### src/rtl/lbist_pkg.sv
package lbist_pkg;

    localparam int SEG_INTERVALS = 125;
    localparam logic [3:0] GO_KEY = 4'hA;

    typedef enum logic [1:0] {
        SQ_IDLE,
        SQ_ISSUE,
        SQ_WAIT,
        SQ_END
    } seq_state_t;

    typedef struct packed {
        logic done;
        logic fail;
        logic tmo;
    } run_stat_t;

    // Golden signature of one interval, shared by the stub engine and the comparator.
    function automatic logic [31:0] golden_sig(input int unsigned idx);
        logic [31:0] h;
        h = idx * 32'h9E37_79B1;
        h = h ^ (h >> 15) ^ 32'h5A3C_0F11;
        return h;
    endfunction

endpackage

### src/rtl/lbist_clkdiv.sv
module lbist_clkdiv #(
    parameter int DIV_W = 4
) (
    input  logic             clk,
    input  logic             rst,
    input  logic             en,
    input  logic [DIV_W-1:0] div,
    output logic             tick
);
    logic [DIV_W-1:0] cnt;

    always_ff @(posedge clk) begin
        if (rst || !en) begin
            cnt <= '0;
        end else if (cnt == div) begin
            cnt <= '0;
        end else begin
            cnt <= cnt + 1'b1;
        end
    end

    assign tick = en && (cnt == div);
endmodule

### src/rtl/lbist_tmo.sv
module lbist_tmo #(
    parameter int TMO_W = 32
) (
    input  logic             clk,
    input  logic             rst,
    input  logic             load,
    input  logic [TMO_W-1:0] load_val,
    input  logic             run,
    output logic             expired
);
    logic [TMO_W-1:0] cnt;

    always_ff @(posedge clk) begin
        if (rst) begin
            cnt <= '0;
        end else if (load) begin
            cnt <= load_val;
        end else if (run && cnt != '0) begin
            cnt <= cnt - 1'b1;
        end
    end

    assign expired = run && (cnt == '0);
endmodule

### src/rtl/lbist_iv_engine.sv
module lbist_iv_engine
    import lbist_pkg::*;
#(
    parameter int IDX_W = 7,
    parameter int TICKS = 4
) (
    input  logic             clk,
    input  logic             rst,
    input  logic             start,
    input  logic             abort,
    input  logic [IDX_W-1:0] idx,
    input  logic             tick,
    input  logic             flt_en,
    input  logic [IDX_W-1:0] flt_idx,
    output logic             busy,
    output logic             done,
    output logic [31:0]      sig
);
    localparam int TC_W = $clog2(TICKS + 1);

    logic [IDX_W-1:0] idx_q;
    logic [TC_W-1:0]  tcnt;
    logic             hit;

    assign hit = flt_en && (flt_idx == idx_q);

    always_ff @(posedge clk) begin
        if (rst || abort) begin
            busy  <= 1'b0;
            done  <= 1'b0;
            idx_q <= '0;
            tcnt  <= '0;
            sig   <= '0;
        end else begin
            done <= 1'b0;
            if (start && !busy) begin
                busy  <= 1'b1;
                idx_q <= idx;
                tcnt  <= '0;
            end else if (busy && tick) begin
                if (tcnt == TC_W'(TICKS - 1)) begin
                    busy <= 1'b0;
                    done <= 1'b1;
                    sig  <= golden_sig(int'(idx_q)) ^ {31'd0, hit};
                end else begin
                    tcnt <= tcnt + 1'b1;
                end
            end
        end
    end
endmodule

### src/rtl/lbist_seq.sv
module lbist_seq
    import lbist_pkg::*;
#(
    parameter int NUM_IV = SEG_INTERVALS,
    parameter int CNT_W  = 8,
    parameter int DIV_W  = 4,
    parameter int TMO_W  = 32,
    parameter int TICKS  = 4,
    localparam int IDX_W = $clog2(NUM_IV + 1)
) (
    input  logic             clk,
    input  logic             rst,
    input  logic             key_we,
    input  logic [3:0]       key_val,
    input  logic [CNT_W-1:0] cfg_icount,
    input  logic             cfg_restart,
    input  logic [DIV_W-1:0] cfg_div,
    input  logic [TMO_W-1:0] cfg_timeout,
    input  logic             stat_clr,
    input  logic             flt_en,
    input  logic [IDX_W-1:0] flt_idx,
    output logic             stall,
    output logic             cpu_rst_req,
    output logic [IDX_W-1:0] cur_interval,
    output logic             st_done,
    output logic             st_fail,
    output logic             st_timeout
);
    localparam int REM_W = (CNT_W > IDX_W) ? CNT_W : IDX_W;

    seq_state_t       state;
    run_stat_t        stat;
    logic [IDX_W-1:0] cur;
    logic [REM_W-1:0] rem;
    logic [DIV_W-1:0] div_q;
    logic             go;
    logic [IDX_W-1:0] start_idx;
    logic [REM_W-1:0] start_rem;
    logic             eng_start, eng_abort, eng_busy, eng_done, tick;
    logic [31:0]      eng_sig;
    logic             tmo_hit, running, last_iv, sig_ok;

    assign go      = (state == SQ_IDLE) && key_we && (key_val == GO_KEY) && (cfg_div != '0);
    assign running = (state == SQ_ISSUE) || (state == SQ_WAIT);

    always_comb begin
        if (cfg_restart || int'(cur) >= NUM_IV) begin
            start_idx = '0;
        end else begin
            start_idx = cur;
        end
        if (cfg_icount == '0) begin
            start_rem = REM_W'(NUM_IV - int'(start_idx));
        end else begin
            start_rem = REM_W'(cfg_icount);
        end
    end

    assign last_iv   = (rem == REM_W'(1)) || (int'(cur) + 1 >= NUM_IV);
    assign sig_ok    = (eng_sig == golden_sig(int'(cur)));
    assign eng_start = (state == SQ_ISSUE) && !tmo_hit;
    assign eng_abort = running && tmo_hit;

    lbist_clkdiv #(.DIV_W(DIV_W)) u_div (
        .clk (clk),
        .rst (rst),
        .en  (eng_busy),
        .div (div_q),
        .tick(tick)
    );

    lbist_tmo #(.TMO_W(TMO_W)) u_tmo (
        .clk     (clk),
        .rst     (rst),
        .load    (go),
        .load_val(cfg_timeout),
        .run     (running),
        .expired (tmo_hit)
    );

    lbist_iv_engine #(.IDX_W(IDX_W), .TICKS(TICKS)) u_eng (
        .clk    (clk),
        .rst    (rst),
        .start  (eng_start),
        .abort  (eng_abort),
        .idx    (cur),
        .tick   (tick),
        .flt_en (flt_en),
        .flt_idx(flt_idx),
        .busy   (eng_busy),
        .done   (eng_done),
        .sig    (eng_sig)
    );

    always_ff @(posedge clk) begin
        if (rst) begin
            state <= SQ_IDLE;
            stat  <= '0;
            cur   <= '0;
            rem   <= '0;
            div_q <= '0;
        end else begin
            if (stat_clr) begin
                stat <= '0;
            end
            unique case (state)
                SQ_IDLE: begin
                    if (go) begin
                        cur   <= start_idx;
                        rem   <= start_rem;
                        div_q <= cfg_div;
                        state <= SQ_ISSUE;
                    end
                end
                SQ_ISSUE: begin
                    if (tmo_hit) begin
                        stat.tmo  <= 1'b1;
                        stat.done <= 1'b1;
                        state     <= SQ_END;
                    end else begin
                        state <= SQ_WAIT;
                    end
                end
                SQ_WAIT: begin
                    if (tmo_hit) begin
                        stat.tmo  <= 1'b1;
                        stat.done <= 1'b1;
                        state     <= SQ_END;
                    end else if (eng_done) begin
                        if (!sig_ok) begin
                            stat.fail <= 1'b1;
                            stat.done <= 1'b1;
                            state     <= SQ_END;
                        end else begin
                            cur <= cur + 1'b1;
                            rem <= rem - 1'b1;
                            if (last_iv) begin
                                stat.done <= 1'b1;
                                state     <= SQ_END;
                            end else begin
                                state <= SQ_ISSUE;
                            end
                        end
                    end
                end
                SQ_END: begin
                    state <= SQ_IDLE;
                end
                default: state <= SQ_IDLE;
            endcase
        end
    end

    assign stall        = (state != SQ_IDLE);
    assign cpu_rst_req  = (state == SQ_END);
    assign cur_interval = cur;
    assign st_done      = stat.done;
    assign st_fail      = stat.fail;
    assign st_timeout   = stat.tmo;
endmodule

### config.mk
export PLATFORM = sky130hd
export DESIGN_NAME = lbist_seq
export DESIGN_NICKNAME = d
export VERILOG_FILES = /design/src/rtl/lbist_pkg.sv /design/src/rtl/lbist_clkdiv.sv /design/src/rtl/lbist_tmo.sv /design/src/rtl/lbist_iv_engine.sv /design/src/rtl/lbist_seq.sv
export SDC_FILE = /design/constraint.sdc
export NUM_CORES = 1
export LEC_CHECK = 0
export BUFFER_PORTS_ARGS = -buffer_cell sky130_fd_sc_hd__clkbuf_2
export CAP_MARGIN = 20
export CELL_PAD_IN_SITES_DETAIL_PLACEMENT = 1
export CELL_PAD_IN_SITES_GLOBAL_PLACEMENT = 1
export CORE_MARGIN = 10
export CORE_UTILIZATION = 44
export DETAILED_ROUTE_END_ITERATION = 10
export PLACE_DENSITY = 0.84
export SLEW_MARGIN = 20
export SYNTH_ARGS = -nofsm -noshare
export SYNTH_HDL_FRONTEND = slang
export SYNTH_SLANG_ARGS = --single-unit
export TNS_END_PERCENT = 10
### constraint.sdc
create_clock -name clk -period 5.5 [get_ports clk]
set_input_delay 0.275 -clock clk [delete_from_list [all_inputs] [get_ports clk]]
set_output_delay 0.275 -clock clk [all_outputs]
set_load 0.05 [all_outputs]
# Word level (Yosys, flattened, before mapping)
# Index checks and enable logic that the tools add are counted.
# classes
reduce_logical	38
multipliers	2
magnitude_cmp	2
mux	37
bitwise_logic	8
eq_ne	14
n_addsub	7
# ops
cell	n
$mul A7 B32 Y32 const B	2
$mux W32	2
$xor A32 B17 Y32	2
$mux W8	5
$mux W7	5
$eq A32 B32 Y1	1
$logic_not A32 Y1	1
$reduce_bool A32 Y1	1
$sub A32 B1 Y32 const B	1
$xor A32 B1 Y32	1
$not A14 Y14	2
$pmux W8 S2	1
$mux W1	14
$pmux W7 S2	1
$mux W2	6
$logic_and A1 B1 Y1	11
$reduce_bool A2 Y1	5
$add A7 B1 Y8 const B	1
$eq A8 B1 Y1 const B	1
$ge A8 B7 Y1 const B	1
$logic_not A8 Y1	1
$pmux W2 S4	1
$reduce_and A2 Y1	4
$sub A7 B7 Y8 const A	1
other kinds (25)	37
# word_totals
wordCells	122
in_bits	61
out_inout_bits	12
regBits	104

# Longest topological paths before layout
# depth
word_depth	8
depth_mapped	23
mapped_depth_nobuf	21

# Hierarchy
# Synthesis repeated with hierarchy kept, for this count alone.
# hier_totals
hier_cells	1528
hier_area_um2	12728.5
# modules_own_cells
mod	area_per_inst_um2	cells_each	n_inst	seq_area_each_um2
lbist_seq	5579.1	702	1	480.5
lbist_iv_engine	4908.5	563	1	880.8
lbist_tmo	2043.2	244	1	640.6
lbist_clkdiv	197.7	19	1	80.1

# Worst setup path before layout
# OpenSTA, ideal clock, no wires.
# synth_timing
path_type	register -> register
start	register cur[1] (netlist: cur_interval[1])
end	register cur[1] (netlist: cur_interval[1])
stages_incl_launch_ff	21
arrival_time_ns	6.185
path_buffers	2
setup_slack_ns	-0.816
period_less_slack_ns	6.316
t_required_ns	5.369
setup_ns	0.131
path_cell_list	dfxtp_1 inv_1 ha_1 inv_1 fa_1 fa_1 fa_1 ha_1 buf_2 nand2_1 o21ai_0 o2111ai_1 o31a_1 nor2b_1 xnor2_1 a2111oi_2 nand4b_4 or4b_4 buf_6 a21oi_2 o22ai_1
# synth_via
elab_chain_cells	6
elab_cells_between_ends	15
cone_classes	1 x add/sub; 1 x mul; 1 x order compare; 2 x eq/ne; 6 x mux; 2 x bitwise; 2 x reduce/logical
# synth_lines
item	line	text
from (decl)	lbist_seq.sv:33	logic [IDX_W-1:0] cur;
from (signal assigned)	lbist_seq.sv:109	cur <= start_idx;
from (signal assigned)	lbist_seq.sv:135	cur <= cur + 1'b1;
$mul A7 B32 Y32	lbist_pkg.sv:22	h = idx * 32'h9E37_79B1;
$xor A32 B17 Y32	lbist_pkg.sv:23	h = h ^ (h >> 15) ^ 32'h5A3C_0F11;
$not A14 Y14 (no line)	-	
$eq A32 B32 Y1	lbist_seq.sv:60	assign sig_ok = (eng_sig == golden_sig(int'(cur)));
$ne A2 B2 Y1 (no line)	-	
$reduce_and A5 Y1 (no line)	-	
# Parallel ways exist; a longest one is shown, timed or not. The select of a mux whose other input is x is not followed.
# A chain may end at the register's enable or synchronous reset.

# Worst setup path after layout
# layout_timing
start	register cur[1] (netlist: cur_interval[1])
end	register rem[0]
# layout_via
elab_chain_cells	7
elab_cells_between_ends	13
cone_classes	1 x add/sub; 1 x mul; 1 x order compare; 2 x eq/ne; 4 x mux; 2 x bitwise; 2 x reduce/logical
# layout_lines
item	line	text
parallel branches: the longest is 7 deep, another holds $mul A7 B32 Y32	-	
to (signal assigned)	lbist_seq.sv:110	rem <= start_rem;
to (signal assigned)	lbist_seq.sv:136	rem <= rem - 1'b1;
to (decl)	lbist_seq.sv:34	logic [REM_W-1:0] rem;
# Several ways; the timed one is not identified. The select of a mux whose other input is x is not followed.

==> flow_metrics.tcl <==
set metrics [dict create \
    die-width_um 188 \
    numPortBuffers 72 \
    cts.reportedPaths.clkPinSlew_ps 100 \
    slew_viol_final 0 \
    critical_path.max_stage_delay_ps 550 \
    seq_power_share_pct 39.0 \
    rsz0062_at_grt "yes" \
    grt_pass1_vias 13400 \
    final_core_util_pct 55.7 \
    synth-seq-area-share_pct 16.8 \
    detail_route.wirelength_um 48200 \
    ff2ff_path_depth 20 \
    drt_pass_1_iters 5 \
    timing.fmax_mhz 167 \
    drc 0 \
    timing.hold.ws_ps 150 \
    timing.hold.worst_path_depth 3 \
    syn-cell-area_mm2 0.0124 \
    clock_latency_ps 380 \
    first_iter_violations 742 \
    finClkSkew_ps 25.3 \
    worst_path_dominant_cell_family "adder cells" \
    worstPathMaxFanout 7 \
    cp_data_required_time_ps 5760 \
    cp.depth 20 \
    design.die.area_mm2 0.0353 \
    fin_ws_ps -493 \
    filler_cell_count 3354 \
    placed_cells_incl_taps 2047 \
    cts_buffer_depth 2 \
    globalplace.congestion 0.933 \
    switching_share_pct 39.0 \
    asyncSetResetFlopFracSynth_pct 0 \
    cts_made_buffers 9 \
    critical_path.cell_chain "buf_4 > clkinvlp_4 > ha_4 > fa_1 > inv_1 > ha_1 > fa_1 > ha_2 > nand2_1 > nor3_2 > a211oi_4 > a2111o_1 > a211oi_1 > a31oi_2 > o311ai_4 > nand3_2 > buf_4 > or4b_4 > mux2i_1 > nand2_1" \
    core-area_mm2 0.0278 \
    tritoncts "done" \
    layout_cell_share_with_drive_strength_beyond_1_pct 24.4 \
    holdCritPathClass "primary input to register" \
    syn-instance-count 1495 \
    mean_post_synth_cell_area_um2 8.28 \
    hold_viol_final 0 \
    p_switching_w 0.000979 \
    timing.critical_path.arrival_ps 6250 \
    synth_top_cells_by_area "dfxtp_1 17%, fa_1 15%, ha_1 14%" \
    worst_case_vdd_ir_drop_v 0.000258 \
    yosys_warnings 0 \
    setup.worst_path.end_class "register" \
    finish.net_count 1997 \
    die_height_um 188 \
    grt_start_max_net_pins 72 \
    ys.flop_type "dfxtp_1" \
    clock_power_share_pct 28.0 \
    p_leak_nw 7.12 \
    holdBufCountCts 0 \
    io_pins 73 \
    syn_to_final_growth_pct 24.9 \
    vias_per_cell 5.88 \
    core.rowCount 61 \
    effective_utilization_at_floorplan_pct 44.6 \
    detailroute.wirelength.met2_um 25200 \
    routed-via-count 12300 \
    tightest_slew_ps 883 \
    crit_path_start_kind "register" \
    finalSetupViolCount 18 \
    yosys.cell_types.count 82 \
    synth_largest_area_cell "dfxtp_1" \
    relSlewSlack_pct 41.0 \
    ant_nets 0 \
    first_pass_grt_wire_length_um 71300 \
    antenna_cells 0 \
    gr-usage-all-layers_pct 24.8 \
    crit_buf_inv 4 \
    synth_top_cell_area_share_pct 16.8 \
    hpwl_um 36000 \
    number_of_enable_type_register_cells_in_the_synthesized_netlist 0 \
    globalRouteOverflowTotal 0 \
    max_cap_viol_count 0 \
    cts.sinks 104 \
    run_status "finished with violations" \
    htreeDepth 3 \
    syn_nets 1787 \
    slowest_stage "or4b_4" \
    criticalPathCategory "register to register" \
    cellInternalPower_w 0.00153 \
    failed_checks "setup timing" \
    grt_antenna_before_repair 0 \
    final_cells 2088 \
    post-route-period-util_pct 109 \
    met1Wirelength_um 18400 \
    power_per_cell_area_mw_per_mm2 162 \
    root_buffer "clkbuf_16" \
    finalCriticalPeriod_ps 5990 \
    met3_wirelength_from_detailed_routing_um 2020 \
    total_power_w 0.00251 \
    power.share.combinational_pct 33.0 \
    avgRoutedWirePerCell_um 23.1 \
    postSynthRegisterBits 104 \
    uppermost_layer_routed "met4" \
]
power groups by stage:
stage / Sequential [W] / Clock (W) / Combinational (W)
after global placement: 0.000979 / 0 / 0.000757
final: 0.000979 / 0.000702 / 0.000828
after floorplan: 0.000973 / 0 / 0.000590
after detailed placement: 0.000989 / 0 / 0.000799
after global routing: 0.000994 / 0.000738 / 0.000925
after CTS: 0.000975 / 0.000713 / 0.000822
registers in the layout (all words and copies together) (netlist names), 2 cells and up:
register      count
state             2
u_tmo.cnt        32
u_eng.idx_q       7
u_eng.tcnt        3
u_eng.sig        32
cur_interval      7
u_div.cnt         4
div_q             4
rem               8
kinds of logic (layout without fill, tap and decap cells):
logic type,after synthesis,in the layout,synth area share [%]
simple gates,433,434,17.3
compound gates,330,330,18.4
buf+inv,246,460,7.65
fa+ha+maj,231,231,28.9
xor+xnor,132,132,9.34
flops,104,104,16.8
mux,19,19,1.62
what timing repair did:
action	in CTS	in global routing
buffers inserted	8	16
gates resized for setup	36	86
pin swaps	27	46
cloned	1	0
setup endpoints to repair	18	30
layer usage:
metal / track usage (%) / vias to the layer above
met2: 45.4 / 418
met3: 2.80 / 158
met4: 11.6 / 0
met5: 0 / -
met1: 28.0 / 6124
li1: - / 5585
stage by stage:
step,TNS (ps),worst slack [ps],cell area (µm²)
global placement,-5380,-382,14300
detailed placement,-7240,-487,14300
floorplan,-0.705,-0.353,12500
global route,-13110,-776,15500
finish,-8080,-493,15500
CTS,-4140,-301,14900
layout by cell type (no fill, tap or decap), drive strengths merged, types with 12 or more instances in the layout:
master    n
xnor2    93
a21oi    99
a311oi   13
fa       92
o211ai   16
clkbuf   81
nor4     12
nor3     29
a21o     12
nor2    124
nand2b   18
xor2     39
dfxtp   104
inv     196
o21ai    50
nand2   108
or3      19
nand4    22
o21a     12
buf     177
nand3    39
a211oi   46
ha      139
mux2i    17
worst paths after layout:
kind                    from       endpoint  slack (ps)
max          cur_interval[1]         rem[0]        -490
min          cfg_timeout[11]  u_tmo.cnt[11]         150
max reg2reg  cur_interval[1]         rem[0]        -490
min reg2reg    u_eng.sig[11]  u_eng.sig[11]         470
worst min-delay path, cell delays in order:
cell and delay [ps]:
clkbuf_2 80, nor2_1 90, a211oi_1 50
area by class of cell:
class	count	area [µm²]	share of cell area [%]
inverters	195	739	4.78
clock inverters	7	98.8	0.639
multi-input cells	1146	10100	65.3
repair buffers	249	1710	11.1
well taps	378	473	3.06
flip-flops and latches	104	2110	13.6
clock buffers	9	225	1.46
cell usage after synthesis (9+ instances only):
master and count:
dfxtp_1 104, xor2_1 39, o21bai_1 10, a311oi_1 13, clkbuf_1 37, a21o_1 12
nor2_1 124, a21oi_1 94, o21ai_0 49, inv_1 194, o211ai_1 16, or3_1 19
nand2_1 108, nand2b_1 18, a211oi_1 45, o21a_1 12, nor2b_1 9, fa_1 92
xnor2_1 93, nand4_1 22, nor4_1 11, ha_1 139, buf_2 13, mux2i_1 16
nor3_1 28, nand3_1 39, or2_2 11
No activity file was read; power rests on OpenSTA's default activity.
